<file path="src/rtl/qcmd_pkg.sv">
package qcmd_pkg;
  typedef enum logic [1:0] {
    EV_START = 2'd0,
    EV_STOP  = 2'd1,
    EV_BYTE  = 2'd2,
    EV_BIT   = 2'd3
  } ev_kind_e;

  typedef enum logic [2:0] {
    M_IDLE, M_START, M_HDR, M_WACK, M_STOP
  } mst_st_e;

  typedef enum logic [2:0] {
    T_IDLE, T_ADDR, T_ACK, T_BIT7, T_RSTOP, T_WSTOP, T_DATA
  } tgt_st_e;

  localparam logic [2:0] LAUNCH_CODE = 3'b111;
  localparam logic [1:0] REG_CTRL = 2'd0;
  localparam logic [1:0] REG_DEST = 2'd1;
  localparam logic [1:0] REG_RESP = 2'd2;
  localparam logic [1:0] REG_IRQ  = 2'd3;
endpackage

</file>
<file path="src/rtl/qcmd_master.sv">
module qcmd_master
  import qcmd_pkg::*;
#(
  parameter int BYTE_W = 8
) (
  input  logic              clk,
  input  logic              rst_n,
  input  logic              launch,
  input  logic [BYTE_W-1:0] dest,
  output logic              ev_valid,
  input  logic              ev_ready,
  output ev_kind_e          ev_kind,
  output logic [BYTE_W-1:0] ev_byte,
  input  logic              ack_valid,
  input  logic              ack_ok,
  output logic              busy,
  output logic              nack,
  output logic              done
);
  mst_st_e           st;
  logic [BYTE_W-1:0] hdr_q;
  logic              nack_q;

  always_ff @(posedge clk or negedge rst_n) begin
    if (!rst_n) begin
      st     <= M_IDLE;
      hdr_q  <= '0;
      nack_q <= 1'b0;
    end else begin
      unique case (st)
        M_IDLE: if (launch) begin
          hdr_q  <= dest;
          nack_q <= 1'b0;
          st     <= M_START;
        end
        M_START: if (ev_ready) st <= M_HDR;
        M_HDR:   if (ev_ready) st <= M_WACK;
        M_WACK:  if (ack_valid) begin
          nack_q <= !ack_ok;
          st     <= M_STOP;
        end
        M_STOP:  if (ev_ready) st <= M_IDLE;
        default: st <= M_IDLE;
      endcase
    end
  end

  always_comb begin
    ev_valid = (st == M_START) || (st == M_HDR) || (st == M_STOP);
    case (st)
      M_START: ev_kind = EV_START;
      M_STOP:  ev_kind = EV_STOP;
      default: ev_kind = EV_BYTE;
    endcase
  end

  assign ev_byte = hdr_q;
  assign busy    = (st != M_IDLE);
  assign nack    = nack_q;
  assign done    = (st == M_STOP) && ev_ready;
endmodule

</file>
<file path="src/rtl/qcmd_target.sv">
module qcmd_target
  import qcmd_pkg::*;
#(
  parameter int BYTE_W = 8,
  localparam int ADDR_W = BYTE_W - 1
) (
  input  logic              clk,
  input  logic              rst_n,
  input  logic [ADDR_W-1:0] own_addr,
  input  logic              ev_valid,
  output logic              ev_ready,
  input  ev_kind_e          ev_kind,
  input  logic [BYTE_W-1:0] ev_byte,
  input  logic              load_en,
  input  logic [BYTE_W-1:0] load_byte,
  output logic              sda_low,
  output logic              data_req,
  output logic              stop_hit,
  output logic              qst,
  output logic              qrw,
  output logic [BYTE_W-1:0] resp
);
  tgt_st_e st;
  logic    rw_q, pend, loaded, accept, addressed;

  assign ev_ready  = !((st == T_BIT7) && !loaded);
  assign accept    = ev_valid && ev_ready;
  assign addressed = (st == T_ACK) || (st == T_BIT7) || (st == T_RSTOP) ||
                     (st == T_WSTOP) || (st == T_DATA);
  assign stop_hit  = accept && (ev_kind == EV_STOP) && addressed;
  assign sda_low   = (st == T_ACK) || ((st == T_BIT7) && loaded && !resp[BYTE_W-1]);
  assign data_req  = pend;

  always_ff @(posedge clk or negedge rst_n) begin
    if (!rst_n) begin
      st     <= T_IDLE;
      rw_q   <= 1'b0;
      pend   <= 1'b0;
      loaded <= 1'b0;
      resp   <= '0;
      qst    <= 1'b0;
      qrw    <= 1'b0;
    end else begin
      if (load_en && pend) begin
        resp   <= load_byte;
        loaded <= 1'b1;
        pend   <= 1'b0;
      end
      if (accept) begin
        unique case (ev_kind)
          EV_START: begin
            st     <= T_ADDR;
            qst    <= 1'b0;
            qrw    <= 1'b0;
            pend   <= 1'b0;
            loaded <= 1'b0;
          end
          EV_BYTE: begin
            if (st == T_ADDR) begin
              if (ev_byte[BYTE_W-1:1] == own_addr) begin
                st   <= T_ACK;
                rw_q <= ev_byte[0];
                pend <= ev_byte[0];
              end else begin
                st <= T_IDLE;
              end
            end else if (st == T_WSTOP) begin
              st <= T_DATA;
            end
          end
          EV_BIT: begin
            if (st == T_ACK) st <= rw_q ? T_BIT7 : T_WSTOP;
            else if (st == T_BIT7) st <= T_RSTOP;
          end
          EV_STOP: begin
            if (st == T_WSTOP) begin
              qst <= 1'b1;
              qrw <= 1'b0;
            end else if (st == T_RSTOP) begin
              qst <= 1'b1;
              qrw <= 1'b1;
            end
            st   <= T_IDLE;
            pend <= 1'b0;
          end
        endcase
      end
    end
  end
endmodule

</file>
<file path="src/rtl/qcmd_regs.sv">
module qcmd_regs
  import qcmd_pkg::*;
#(
  parameter int BYTE_W = 8,
  parameter int RA_W   = 2
) (
  input  logic              clk,
  input  logic              rst_n,
  input  logic              sw_wr,
  input  logic [RA_W-1:0]   sw_addr,
  input  logic [BYTE_W-1:0] sw_wdata,
  output logic [BYTE_W-1:0] sw_rdata,
  input  logic              m_busy,
  input  logic              m_nack,
  input  logic              m_done,
  input  logic              t_qst,
  input  logic              t_qrw,
  input  logic              t_req,
  input  logic              t_stop,
  input  logic [BYTE_W-1:0] t_resp,
  output logic [BYTE_W-1:0] dest,
  output logic              launch,
  output logic              load_en,
  output logic              irq_stop,
  output logic              irq_done
);
  logic wr_irq;

  assign launch  = sw_wr && (sw_addr == REG_CTRL) && (sw_wdata[2:0] == LAUNCH_CODE);
  assign load_en = sw_wr && (sw_addr == REG_RESP);
  assign wr_irq  = sw_wr && (sw_addr == REG_IRQ);

  always_ff @(posedge clk or negedge rst_n) begin
    if (!rst_n) begin
      dest     <= '0;
      irq_stop <= 1'b0;
      irq_done <= 1'b0;
    end else begin
      if (sw_wr && (sw_addr == REG_DEST)) dest <= sw_wdata;
      if (wr_irq && sw_wdata[1]) irq_stop <= 1'b0;
      if (wr_irq && sw_wdata[2]) irq_done <= 1'b0;
      if (t_stop) irq_stop <= 1'b1;
      if (m_done) irq_done <= 1'b1;
    end
  end

  always_comb begin
    sw_rdata = '0;
    case (sw_addr)
      REG_CTRL: sw_rdata[3:0] = {t_qrw, t_qst, m_nack, m_busy};
      REG_DEST: sw_rdata = dest;
      REG_RESP: sw_rdata = t_resp;
      default:  sw_rdata[2:0] = {irq_done, irq_stop, t_req};
    endcase
  end
endmodule

</file>
<file path="src/rtl/qcmd_engine.sv">
module qcmd_engine
  import qcmd_pkg::*;
#(
  parameter int BYTE_W = 8,
  parameter int RA_W   = 2,
  localparam int ADDR_W = BYTE_W - 1
) (
  input  logic              clk,
  input  logic              rst_n,
  input  logic              sw_wr,
  input  logic [RA_W-1:0]   sw_addr,
  input  logic [BYTE_W-1:0] sw_wdata,
  output logic [BYTE_W-1:0] sw_rdata,
  output logic              m_ev_valid,
  input  logic              m_ev_ready,
  output logic [1:0]        m_ev_kind,
  output logic [BYTE_W-1:0] m_ev_byte,
  input  logic              m_ack_valid,
  input  logic              m_ack_ok,
  output logic              m_busy,
  input  logic [ADDR_W-1:0] t_own_addr,
  input  logic              t_ev_valid,
  output logic              t_ev_ready,
  input  logic [1:0]        t_ev_kind,
  input  logic [BYTE_W-1:0] t_ev_byte,
  output logic              t_sda_low,
  output logic              irq_tgt_data,
  output logic              irq_tgt_stop,
  output logic              irq_mst_done
);
  ev_kind_e          mk;
  logic              launch, load_en, m_nack, m_done;
  logic              tgt_qst, tgt_qrw, t_stop;
  logic [BYTE_W-1:0] dest, t_resp;

  assign m_ev_kind = mk;

  qcmd_regs #(.BYTE_W(BYTE_W), .RA_W(RA_W)) regs_i (
    .clk(clk), .rst_n(rst_n), .sw_wr(sw_wr), .sw_addr(sw_addr),
    .sw_wdata(sw_wdata), .sw_rdata(sw_rdata), .m_busy(m_busy),
    .m_nack(m_nack), .m_done(m_done), .t_qst(tgt_qst), .t_qrw(tgt_qrw),
    .t_req(irq_tgt_data), .t_stop(t_stop), .t_resp(t_resp), .dest(dest),
    .launch(launch), .load_en(load_en), .irq_stop(irq_tgt_stop),
    .irq_done(irq_mst_done)
  );

  qcmd_master #(.BYTE_W(BYTE_W)) mst_i (
    .clk(clk), .rst_n(rst_n), .launch(launch), .dest(dest),
    .ev_valid(m_ev_valid), .ev_ready(m_ev_ready), .ev_kind(mk),
    .ev_byte(m_ev_byte), .ack_valid(m_ack_valid), .ack_ok(m_ack_ok),
    .busy(m_busy), .nack(m_nack), .done(m_done)
  );

  qcmd_target #(.BYTE_W(BYTE_W)) tgt_i (
    .clk(clk), .rst_n(rst_n), .own_addr(t_own_addr), .ev_valid(t_ev_valid),
    .ev_ready(t_ev_ready), .ev_kind(ev_kind_e'(t_ev_kind)), .ev_byte(t_ev_byte),
    .load_en(load_en), .load_byte(sw_wdata), .sda_low(t_sda_low),
    .data_req(irq_tgt_data), .stop_hit(t_stop), .qst(tgt_qst), .qrw(tgt_qrw),
    .resp(t_resp)
  );
endmodule

</file>
<file path="config.mk">
export PLATFORM = sky130hd
export DESIGN_NAME = qcmd_engine
export DESIGN_NICKNAME = d
export VERILOG_FILES = /design/src/rtl/qcmd_pkg.sv /design/src/rtl/qcmd_master.sv /design/src/rtl/qcmd_target.sv /design/src/rtl/qcmd_regs.sv /design/src/rtl/qcmd_engine.sv
export SDC_FILE = /design/constraint.sdc
export NUM_CORES = 1
export LEC_CHECK = 0
export CORE_MARGIN = 5
export CORE_UTILIZATION = 23
export DETAILED_ROUTE_END_ITERATION = 12
export HOLD_SLACK_MARGIN = 0.08
export PLACE_DENSITY_LB_ADDON = 0.1
export SYNTH_ARGS = -nofsm -noshare
export SYNTH_HDL_FRONTEND = slang
export SYNTH_HIERARCHICAL = 1
export SYNTH_SLANG_ARGS = --single-unit
</file>
<file path="constraint.sdc">
create_clock -name clk -period 1.95 [get_ports clk]
set_input_delay 0.39 -clock clk [delete_from_list [all_inputs] [get_ports clk]]
set_output_delay 0.39 -clock clk [all_outputs]
set_load 0.05 [all_outputs]
</file>
==> flow_metrics.py <==
metrics = {
    "detailed_routing": {
        "postRouteWirelength_microns": 5697,
        "drc": 0,
        "avgRoutedWirePerCell_microns": 14.80,
        "drt_pre_antenna_iters": 4,
        "drt_iter0_markers": 33,
        "vias": 1742,
        "antenna_left": 0,
        "routed_via_count_divided_by_cell_count": 4.525,
    },
    "synth": {
        "syn_nets": 227,
        "yosysSeqAreaShare_pct": 45.18,
        "synth_edf_count": 0,
        "synth-warning-count": 6,
        "ys_dominant_reg_cell": "dfrtp_1",
        "synth_cell_types": 48,
        "netlist_instances": 188,
        "yosys_register_bits": 38,
        "avgSynthCellArea_sq_um": 11.19,
        "ys_async_sr_fraction_pct": 100.0,
        "mappedNetlistArea_sq_mm": 0.002105,
    },
    "floorplanning": {
        "die_h_microns": 105.7,
        "core_area_sq_mm": 0.009065,
        "io_pins": 59,
        "fp.dieArea_sq_mm": 0.01116,
        "floorplan.rows": 35,
        "die-width_microns": 105.7,
        "effective_utilization_at_floorplan_pct": 23.22,
    },
    "critical_path": {
        "cp_max_fo": 2,
        "required_ns": 1.56,
        "startpoint_type": "flip-flop",
        "critical_path_type": "flip-flop to output pin",
        "crit-reg2reg-capture": "tgt_i/rw_q",
        "ff2ff_path_depth": 4,
        "setup.reg_to_reg.worst_slack_ns": 0,
        "worstReg2RegStart": "tgt_i/st[2]",
        "critical_path.endpoint_type": "output pin",
        "wp_data_arrival_ns": 1.68,
    },
    "sta": {
        "max_freq_mhz": 483.1,
        "period_minus_slack_ns": 2.070,
        "setup-violations-final": 2,
        "final-max-slew-violation-count": 0,
        "final_hold_viol_count": 0,
        "worst-slew-pin-transition_ns": 0.5127,
        "worst_hold_slack_ns": 0.1512,
        "maxSlewHeadroom_pct": 65.82,
        "final.period_utilization_pct": 106.2,
        "setup_repair_after_global_routing_missed_its_margin": "yes",
        "setup_ws_ns": -0.1202,
        "final.setup_skew_ns": 0.007750,
    },
    "clock_tree": {
        "clock_tree.buffer_depth": 2,
        "tritoncts_num_sinks": 38,
        "cts_max_level": 2,
        "clkSlewWorstSetupHoldPaths_ns": 0.07,
        "cts_tree": "done",
        "cts_made_buffers": 5,
        "clock_tree.root_cell": "clkbuf_8",
        "worst_skew_late_latency_ns": 0.29,
    },
    "layout": {
        "multiInputGateArea_sq_mm": 0.001136,
        "final-instance-count-excl-fill": 385,
        "drive_above_1_share_pct": 37.96,
        "antenna_cells": 0,
        "fillerInstances": 923,
        "areaGrowthSynthToFinish_pct": 54.04,
        "register_area_sq_um": 950.9,
        "final_nets": 314,
    },
    "global_routing": {
        "grt_pass1_vias": 1843,
        "grt_max_degree": 39,
        "grtUsageTotal_pct": 10.66,
        "grt_first_pass_wirelength_microns": 9397,
        "initial_antenna_violation_count": 0,
        "grt-ovfl-total": 0,
    },
    "power": {
        "irDropWorstVdd_uv": 528.0,
        "total_power_mw": 3.362,
        "power_density_mw_per_mm2": 1037,
        "p_leak_nw": 1.467,
    },
    "outcome": {
        "status": "finished, violations left",
        "violations": "setup timing",
    },
    "placement": {
        "gpl.final_weighted_congestion": 0.7287,
        "dp_cells": 373,
        "portBuffers": 58,
        "detailed_place_hpwl_microns": 4370,
        "placement.setup.worst_slack_ns": -0.4727,
    },
    "flow_run": {
        "maxCapViolations": 0,
    },
    "min_path": {
        "hp-class": "primary input to async pin",
    },
}
==> metal layers <==
metal  global-route usage, %  share of wire [%]
met5                       0                  0
met4                   3.330               0.81
met3                   2.694                3.8
met2                   16.99                 49
met1                   14.15                 46
==> layout by cell type (no fill, tap or decap), drive strengths merged, types with 4 or more instances in the layout <==
master and count:
clkdlybuf4s50 36, ha 5, nor2 8, a22oi 6
o21ai 5, xor2 4, clkbuf 6, buf 50
nor2b 6, mux2 26, inv 13, dfrtp 38
nand3 7, xnor2 5, nand2 12, a222oi 4
==> flip-flops by register name, indices dropped and copies added (netlist names), 3 cells and up <==
name           cells
regs_i/dest        8
tgt_i/resp         8
tgt_i/st           3
mst_i/st           3
mst_i/ev_byte      8
==> critical path, cell delays in order, from the launching register on <==
cell and delay, ns:
dfrtp_1 0.38, or3_4 0.40, a222oi_1 0.28, mux2i_2 0.14, buf_6 0.18
==> kinds of logic (layout without fill, tap and decap cells) <==
logic type | count (synthesis) | in the layout | synth area share [%]
AND/OR/NAND/NOR | 55 | 55 | 16.29
flip-flops | 38 | 38 | 45.18
AO/OA/AOI/OAI | 32 | 32 | 11.89
multiplexers | 29 | 29 | 15.34
buffers and inverters | 20 | 106 | 4.578
XOR/XNOR | 9 | 9 | 3.745
adder cells (fa/ha/maj) | 5 | 5 | 2.973
==> report_power, final <==
part	leakage (nW)	switching (mW)	internal [mW]	total, mW
Sequential	0.494	0.109	0.954	1.06
Combinational	0.929	0.974	0.778	1.75
Clock	0.0431	0.275	0.273	0.548
Total	1.47	1.36	2.00	3.36
==> layout make-up <==
cell class | instances | area share, %
clock buffers | 6 | 2.547
inverters | 13 | 1.505
multi-input cells | 130 | 35.04
flip-flops and latches | 38 | 29.33
well taps | 111 | 4.284
repair buffers | 87 | 27.29
==> metrics by stage <==
step,TNS [ns],util [%],cell area (sq um)
global route,-0.3980,35.76,3242
CTS,-0.2060,35.31,3201
detailed placement,-10.16,33.39,3027
finish,-0.1234,35.76,3242
global placement,-9.490,33.39,3027
floorplan,-0.08960,-,2120
==> worst max path at each step <==
stage	startpoint	to	slack (ns)	cells after the start
2_1_floorplan	t_ev_kind[0]	tgt_i/rw_q	-0.09	5
3_3_place_gp	sw_addr[1]	sw_rdata[2]	-0.46	6
3_5_place_dp	sw_addr[0]	sw_rdata[2]	-0.47	6
4_1_cts	mst_i/st[2]	sw_rdata[0]	-0.17	4
5_1_grt	mst_i/st[0]	sw_rdata[0]	-0.25	4
6_report	mst_i/st[0]	sw_rdata[0]	-0.12	4
==> synthesized netlist by cell type, drive strengths merged (2+ instances only) <==
master / n / area (sq um)
a211oi: 2 / 15.01
nand4: 2 / 12.51
o21a: 2 / 15.01
buf: 7 / 47.54
a21o: 3 / 23.77
mux2i: 3 / 30.03
dfrtp: 38 / 950.9
o211a: 2 / 20.02
nor2b: 6 / 37.54
nand2: 12 / 52.55
o21ai: 5 / 25.02
nand3: 7 / 35.03
ha: 5 / 62.56
or4: 3 / 27.53
inv: 13 / 48.80
nor2: 8 / 46.30
o31ai: 2 / 15.01
xnor2: 5 / 43.79
mux2: 26 / 292.8
xor2: 4 / 35.03
a222oi: 4 / 40.04
a22oi: 6 / 45.04
and3: 3 / 18.77
nand2b: 2 / 12.51
==> what timing repair did <==
action,4_1_cts,5_1_grt
hold buffers,0,0
cloned,0,0
buffers inserted,5,1
pin swaps,6,3
gates resized for setup,25,6
setup endpoints to repair,20,6
No activity file was read; power rests on OpenSTA's default activity.
